## config.mk

```make
export PLATFORM = sky130hd
export DESIGN_NAME = tcc_unit
export DESIGN_NICKNAME = d
export VERILOG_FILES = /design/src/rtl/tcc_unit.sv
export SDC_FILE = /design/constraint.sdc
export NUM_CORES = 1
export LEC_CHECK = 0
export BUFFER_PORTS_ARGS = -buffer_cell sky130_fd_sc_hd__buf_2
export CORE_MARGIN = 2
export CORE_UTILIZATION = 65
export DETAILED_ROUTE_END_ITERATION = 7
export PLACE_DENSITY = 0.87
export SLEW_MARGIN = 5
export SYNTH_ARGS = -nofsm -noshare
export SYNTH_HDL_FRONTEND = slang
export SYNTH_SLANG_ARGS = --single-unit
```

## constraint.sdc

```tcl
create_clock -name clk -period 8 [get_ports clk]
set_input_delay 0.8 -clock clk [delete_from_list [all_inputs] [get_ports clk]]
set_output_delay 0.8 -clock clk [all_outputs]
set_load 0.02 [all_outputs]
```

## src/rtl/tcc_unit.sv

```systemverilog
module tcc_unit #(
  parameter int NCH = 8,
  parameter int CW  = 16,
  parameter int AW  = 5
) (
  input  logic          clk,
  input  logic          rst_n,
  input  logic          bus_wr,
  input  logic [AW-1:0] bus_addr,
  input  logic [CW-1:0] bus_wdata,
  output logic [CW-1:0] bus_rdata,
  input  logic [NCH-1:0] cap_in,
  output logic [NCH-1:0] oc_pin,
  output logic [NCH-1:0] irq_ch,
  output logic          irq_ovf
);
  localparam logic [AW-1:0] A_CTRL = AW'(0);
  localparam logic [AW-1:0] A_MODE = AW'(1);
  localparam logic [AW-1:0] A_ACT  = AW'(2);
  localparam logic [AW-1:0] A_EDGE = AW'(3);
  localparam logic [AW-1:0] A_MASK = AW'(4);
  localparam logic [AW-1:0] A_FLAG = AW'(5);
  localparam logic [AW-1:0] A_OVF  = AW'(6);
  localparam logic [AW-1:0] A_CNT  = AW'(7);
  localparam int CHW = 3;

  logic            ten, ovie, ovf;
  logic [CW-1:0]   cnt, cnt_nx;
  logic [NCH-1:0]  mode, mask, flag, hit, clr, pin;
  logic [2*NCH-1:0] act, edg;
  logic [NCH-1:0]  s1, s2, s3;
  logic [CW-1:0]   chr [NCH];

  assign cnt_nx  = cnt + CW'(1);
  assign clr     = (bus_wr && bus_addr == A_FLAG) ? bus_wdata[NCH-1:0] : '0;
  assign oc_pin  = pin;
  assign irq_ch  = flag & mask;
  assign irq_ovf = ovf & ovie;

  always_ff @(posedge clk or negedge rst_n) begin
    if (!rst_n) begin
      ten <= 1'b0; ovie <= 1'b0; ovf <= 1'b0; cnt <= '0;
      mode <= '0; mask <= '0; flag <= '0; act <= '0; edg <= '0;
      s1 <= '0; s2 <= '0; s3 <= '0;
    end else begin
      if (ten) cnt <= cnt_nx;
      ovf  <= (ovf & ~(bus_wr && bus_addr == A_OVF && bus_wdata[0])) | (ten && cnt == '1);
      flag <= (flag & ~clr) | hit;
      s1 <= cap_in; s2 <= s1; s3 <= s2;
      if (bus_wr) begin
        case (bus_addr)
          A_CTRL: begin ten <= bus_wdata[7]; ovie <= bus_wdata[0]; end
          A_MODE: mode <= bus_wdata[NCH-1:0];
          A_ACT:  act  <= bus_wdata[2*NCH-1:0];
          A_EDGE: edg  <= bus_wdata[2*NCH-1:0];
          A_MASK: mask <= bus_wdata[NCH-1:0];
          default: ;
        endcase
      end
    end
  end

  for (genvar i = 0; i < NCH; i++) begin : g_ch
    localparam logic [AW-1:0] MY_ADR = AW'(8 + i);
    logic rise, fall, cap_hit, cmp_hit, wr_me;
    logic [1:0] e, a;
    assign e       = edg[2*i +: 2];
    assign a       = act[2*i +: 2];
    assign rise    = s2[i] & ~s3[i];
    assign fall    = ~s2[i] & s3[i];
    assign cap_hit = ~mode[i] & ((e == 2'b01 & rise) | (e == 2'b10 & fall) | (e == 2'b11 & (rise | fall)));
    assign cmp_hit = mode[i] & ten & (cnt_nx == chr[i]);
    assign hit[i]  = cap_hit | cmp_hit;
    assign wr_me   = bus_wr && bus_addr == MY_ADR;

    always_ff @(posedge clk or negedge rst_n) begin
      if (!rst_n) begin
        chr[i] <= '0;
        pin[i] <= 1'b0;
      end else begin
        if (wr_me) chr[i] <= bus_wdata;
        else if (cap_hit) chr[i] <= cnt;
        if (cmp_hit) begin
          case (a)
            2'b01: pin[i] <= ~pin[i];
            2'b10: pin[i] <= 1'b0;
            2'b11: pin[i] <= 1'b1;
            default: ;
          endcase
        end
      end
    end
  end

  always_comb begin
    bus_rdata = '0;
    case (bus_addr)
      A_CTRL: begin bus_rdata[7] = ten; bus_rdata[0] = ovie; end
      A_MODE: bus_rdata[NCH-1:0] = mode;
      A_ACT:  bus_rdata[2*NCH-1:0] = act;
      A_EDGE: bus_rdata[2*NCH-1:0] = edg;
      A_MASK: bus_rdata[NCH-1:0] = mask;
      A_FLAG: bus_rdata[NCH-1:0] = flag;
      A_OVF:  bus_rdata[0] = ovf;
      A_CNT:  bus_rdata = cnt;
      default:
        if (bus_addr[AW-1:CHW] == (AW-CHW)'(1) && int'(bus_addr[CHW-1:0]) < NCH)
          bus_rdata = chr[bus_addr[CHW-1:0]];
    endcase
  end
endmodule


```

==> qor.log <==
[placed_design] # port buffers 64
[yosys] flops & latches, synth 235
[critical_path] Critical Path Fanout Max 41
[critical_path] Critical Path Source Type primary input
[critical_path] cell occurring most often along the worst timing path sky130_fd_sc_hd__buf_2
[yosys] Post-Syn Nets 1,657
[final_layout] final net count 1,652
[route] WL per Instance 28.9 µm
[placed_design] Cells after DPL 1,894
[sta] post-layout worst setup margin 3.84 ns
[yosys] Syn. warnings 0
[yosys] async set or reset register ratio after synthesis 100%
[power] highest ir drop seen on vdd 0.000247 V
[final_layout] number of standard cells in the layout, taps in and fillers out 1,939
[clock_network] TritonCTS clock tree built
[clock_network] CTS Hold Buffers Added 0
[sta] achievable clock frequency 240 MHz
[critical_path] cells along the critical path buf_2, nand2b_1, nor2_1, a22o_1, a221o_1, a221oi_1, o21ai_0, buf_2
[clock_network] number of buffers inserted to repair setup after CTS 0
[sta] actual slew at the worst max-slew pin 1.23 ns
[route] TritonRoute pass-1 iters 8
[status] result of the run finished with violations
[critical_path] critical path endpoint category primary output
[yosys] Post-Syn Area per Cell 9.68 µm²
[sta] min Tclk post-route 4.16 ns
[clock_network] post_cts resized 0
[floorplanning] Die Y-Extent 159 µm
[global_route] wire length of the first global-routing pass 85,700 µm
[sta] number of max-slew violations in the final report 0
[clock_network] cell chosen for the clock root sky130_fd_sc_hd__clkbuf_16
[yosys] Synth Instances 1,608
[global_route] Total Routing Usage GR 44.4%
[clock_network] insertion delay to the later sink of the worst-skew pair 0.57 ns
[final_layout] antenna diode instance count 0
[yosys] primary flip-flop cell chosen by synthesis mapping sky130_fd_sc_hd__dfrtp_1
[yosys] share of Yosys cell area claimed by the top area cell type 37.8%
[placed_design] pre-CTS setup slack 4.01 ns
[yosys] leading area contributor after synthesis sky130_fd_sc_hd__dfrtp_1
[hold_path] class of the tightest hold or removal check primary input to async pin
[clock_network] Clock Path Buffers 3
[sta] number of hold violations in the final report 0
[clock_network] sink count of the clock tree 235
[clock_network] number of clock buffers inserted by TritonCTS 26
[route] routed via count 14,200
[placed_design] weighted congestion reported at the end of routability-driven placement 1.02
[yosys] synth unique cells 91
[yosys] sequential share of the synthesized area 37.8%
[critical_path] standard cell with the maximum stage delay on the critical path sky130_fd_sc_hd__buf_2
[flow_run] number of violations of the max-capacitance limit 0
[sta] final setup violating endpoints 0
[sta] setup repair after global routing missed its margin no
[critical_path] slack of the worst reg-to-reg path 4.08 ns
[floorplanning] Rows 56
[route] number of design rule violations left after detail routing 8
[yosys] number of enable-type register cells in the synthesized netlist 0
[critical_path] category of the most critical setup path primary input to primary output
[sta] Worst Clk Skew 0.0199 ns
[clock_network] Worst-path clk slew 0.06 ns
[global_route] via count of the first global-routing pass 13,800
[clock_network] deepest level of the CTS H-tree 1
[route] post-detailed-route count of antenna-violating nets 0
[floorplanning] effective utilization at floorplan 66.3%
[global_route] initial antenna violation count 0
[floorplanning] Total Die Area 25,200 µm²
[yosys] most used standard cells in the synthesized netlist 235 x sky130_fd_sc_hd__dfrtp_1, 144 x sky130_fd_sc_hd__mux2i_1, 139 x sky130_fd_sc_hd__nand2_1
[status] violated checks DRC
[sta] Hold WS 0.254 ns
[floorplanning] Die Wd 159 µm
[yosys] synth top area cells sky130_fd_sc_hd__dfrtp_1 38%, sky130_fd_sc_hd__mux2i_1 9.3%, sky130_fd_sc_hd__mux4_2 4.6%
[critical_path] delay of the slowest cell on the worst path 0.88 ns
[critical_path] Worst Path Required 7.20 ns
[yosys] most frequent cell after synthesis sky130_fd_sc_hd__dfrtp_1
[critical_path] CP arrival 3.36 ns
[power] Static Leakage 0.00687 µW
[global_route] pin count of the biggest net entering global routing 99
[sta] Tcrit/Tclk final 52.1%
[yosys] netlist area before placement 15,600 µm²
[sta] final setup TNS 0 ns
[route] Via density 7.31
[power] cell area power density 290 nW/µm²
[global_route] remaining global-route overflow 0
[placed_design] Detail Placement HPWL 38,400 µm
[final_layout] Synth-to-Final Area Change 8.81%
[floorplanning] Top Ports 65
[final_layout] layout cell share with drive strength beyond 1 16.6%
[route] aggregate routed wire length 56,100 µm
[route] 1st-iter DRT viols 2,296
[floorplanning] Core ar. 23,500 µm²
[sta] Slew Limit Headroom 18.1%
metal layers:
metal	part of all wire, %	global-route usage [%]
met4	6.8	23.7
met1	36	60.0
met5	0	0
met3	14	10.3
met2	43	66.8
worst max-delay path: cells and delay by family:
kind / cells / cell delay, ns
buffers and inverters: 2 / 1.11
AO/OA/AOI/OAI: 4 / 0.95
AND/OR/NAND/NOR: 2 / 0.50
state kept, by name, indices dropped and copies added (netlist names), 16 cells and up:
name  cells
chr     128
act      16
cnt      16
edg      16
per-stage QoR:
step	utilization, %	power (µW)	instance area, µm²
2_1_floorplan	-	2960	15600
3_3_place_gp	68.4	3500	16100
3_5_place_dp	68.4	3560	16100
4_1_cts	72.2	4820	16900
5_1_grt	72.2	5070	16900
6_report	72.2	4920	16900
cells by family after synthesis:
kind of cell,Yosys count,synth area share (%)
simple gates,480,16.1
compound gates,359,15.0
flops,235,37.8
mux,227,17.6
buf+inv,174,4.63
xor+xnor,114,7.43
fa+ha+maj,19,1.49
power breakdown:
group | internal, µW | switching (µW)
sequential | 1460 | 410
combinational | 754 | 1030
clock | 740 | 522
layout by cell type (no fill, tap or decap), types with 14 or more instances in the layout:
cell	n
sky130_fd_sc_hd__ha_1	17
sky130_fd_sc_hd__nor2_1	109
sky130_fd_sc_hd__nand2b_1	27
sky130_fd_sc_hd__inv_1	40
sky130_fd_sc_hd__nand4_1	14
sky130_fd_sc_hd__nand3_1	40
sky130_fd_sc_hd__xor2_1	21
sky130_fd_sc_hd__mux4_2	32
sky130_fd_sc_hd__buf_2	63
sky130_fd_sc_hd__nand2_1	139
sky130_fd_sc_hd__mux2i_1	144
sky130_fd_sc_hd__xnor2_1	81
sky130_fd_sc_hd__dfrtp_1	235
sky130_fd_sc_hd__nor3_1	21
sky130_fd_sc_hd__clkbuf_16	26
sky130_fd_sc_hd__mux2_2	51
sky130_fd_sc_hd__o211ai_1	16
sky130_fd_sc_hd__buf_4	37
sky130_fd_sc_hd__o21ai_0	101
sky130_fd_sc_hd__and2_1	17
sky130_fd_sc_hd__a21oi_1	101
sky130_fd_sc_hd__and3_1	18
cell type report:
cell class                 count  area [µm²]
multi-input combinational   1199        9020
timing repair buffer         101         608
tap                          319         399
fill                        1656        6530
inverter                      40         150
clock inverter                10         153
clock buffer                  35         734
sequential                   235        5880
path summary, 6_finish.rpt:
path / depth (start not counted) / end / start
max in group asynchronous: 2 / chr[28] / rst_n
min: 1 / chr[115] / rst_n
min in group clk: 1 / s1[7] / cap_in[7]
min reg2reg: 0 / s2[0] / s1[0]
max reg2reg: 10 / oc_pin[1] / cnt[1]
max: 8 / bus_rdata[6] / bus_addr[1]
(Power assumes the default switching activity.)
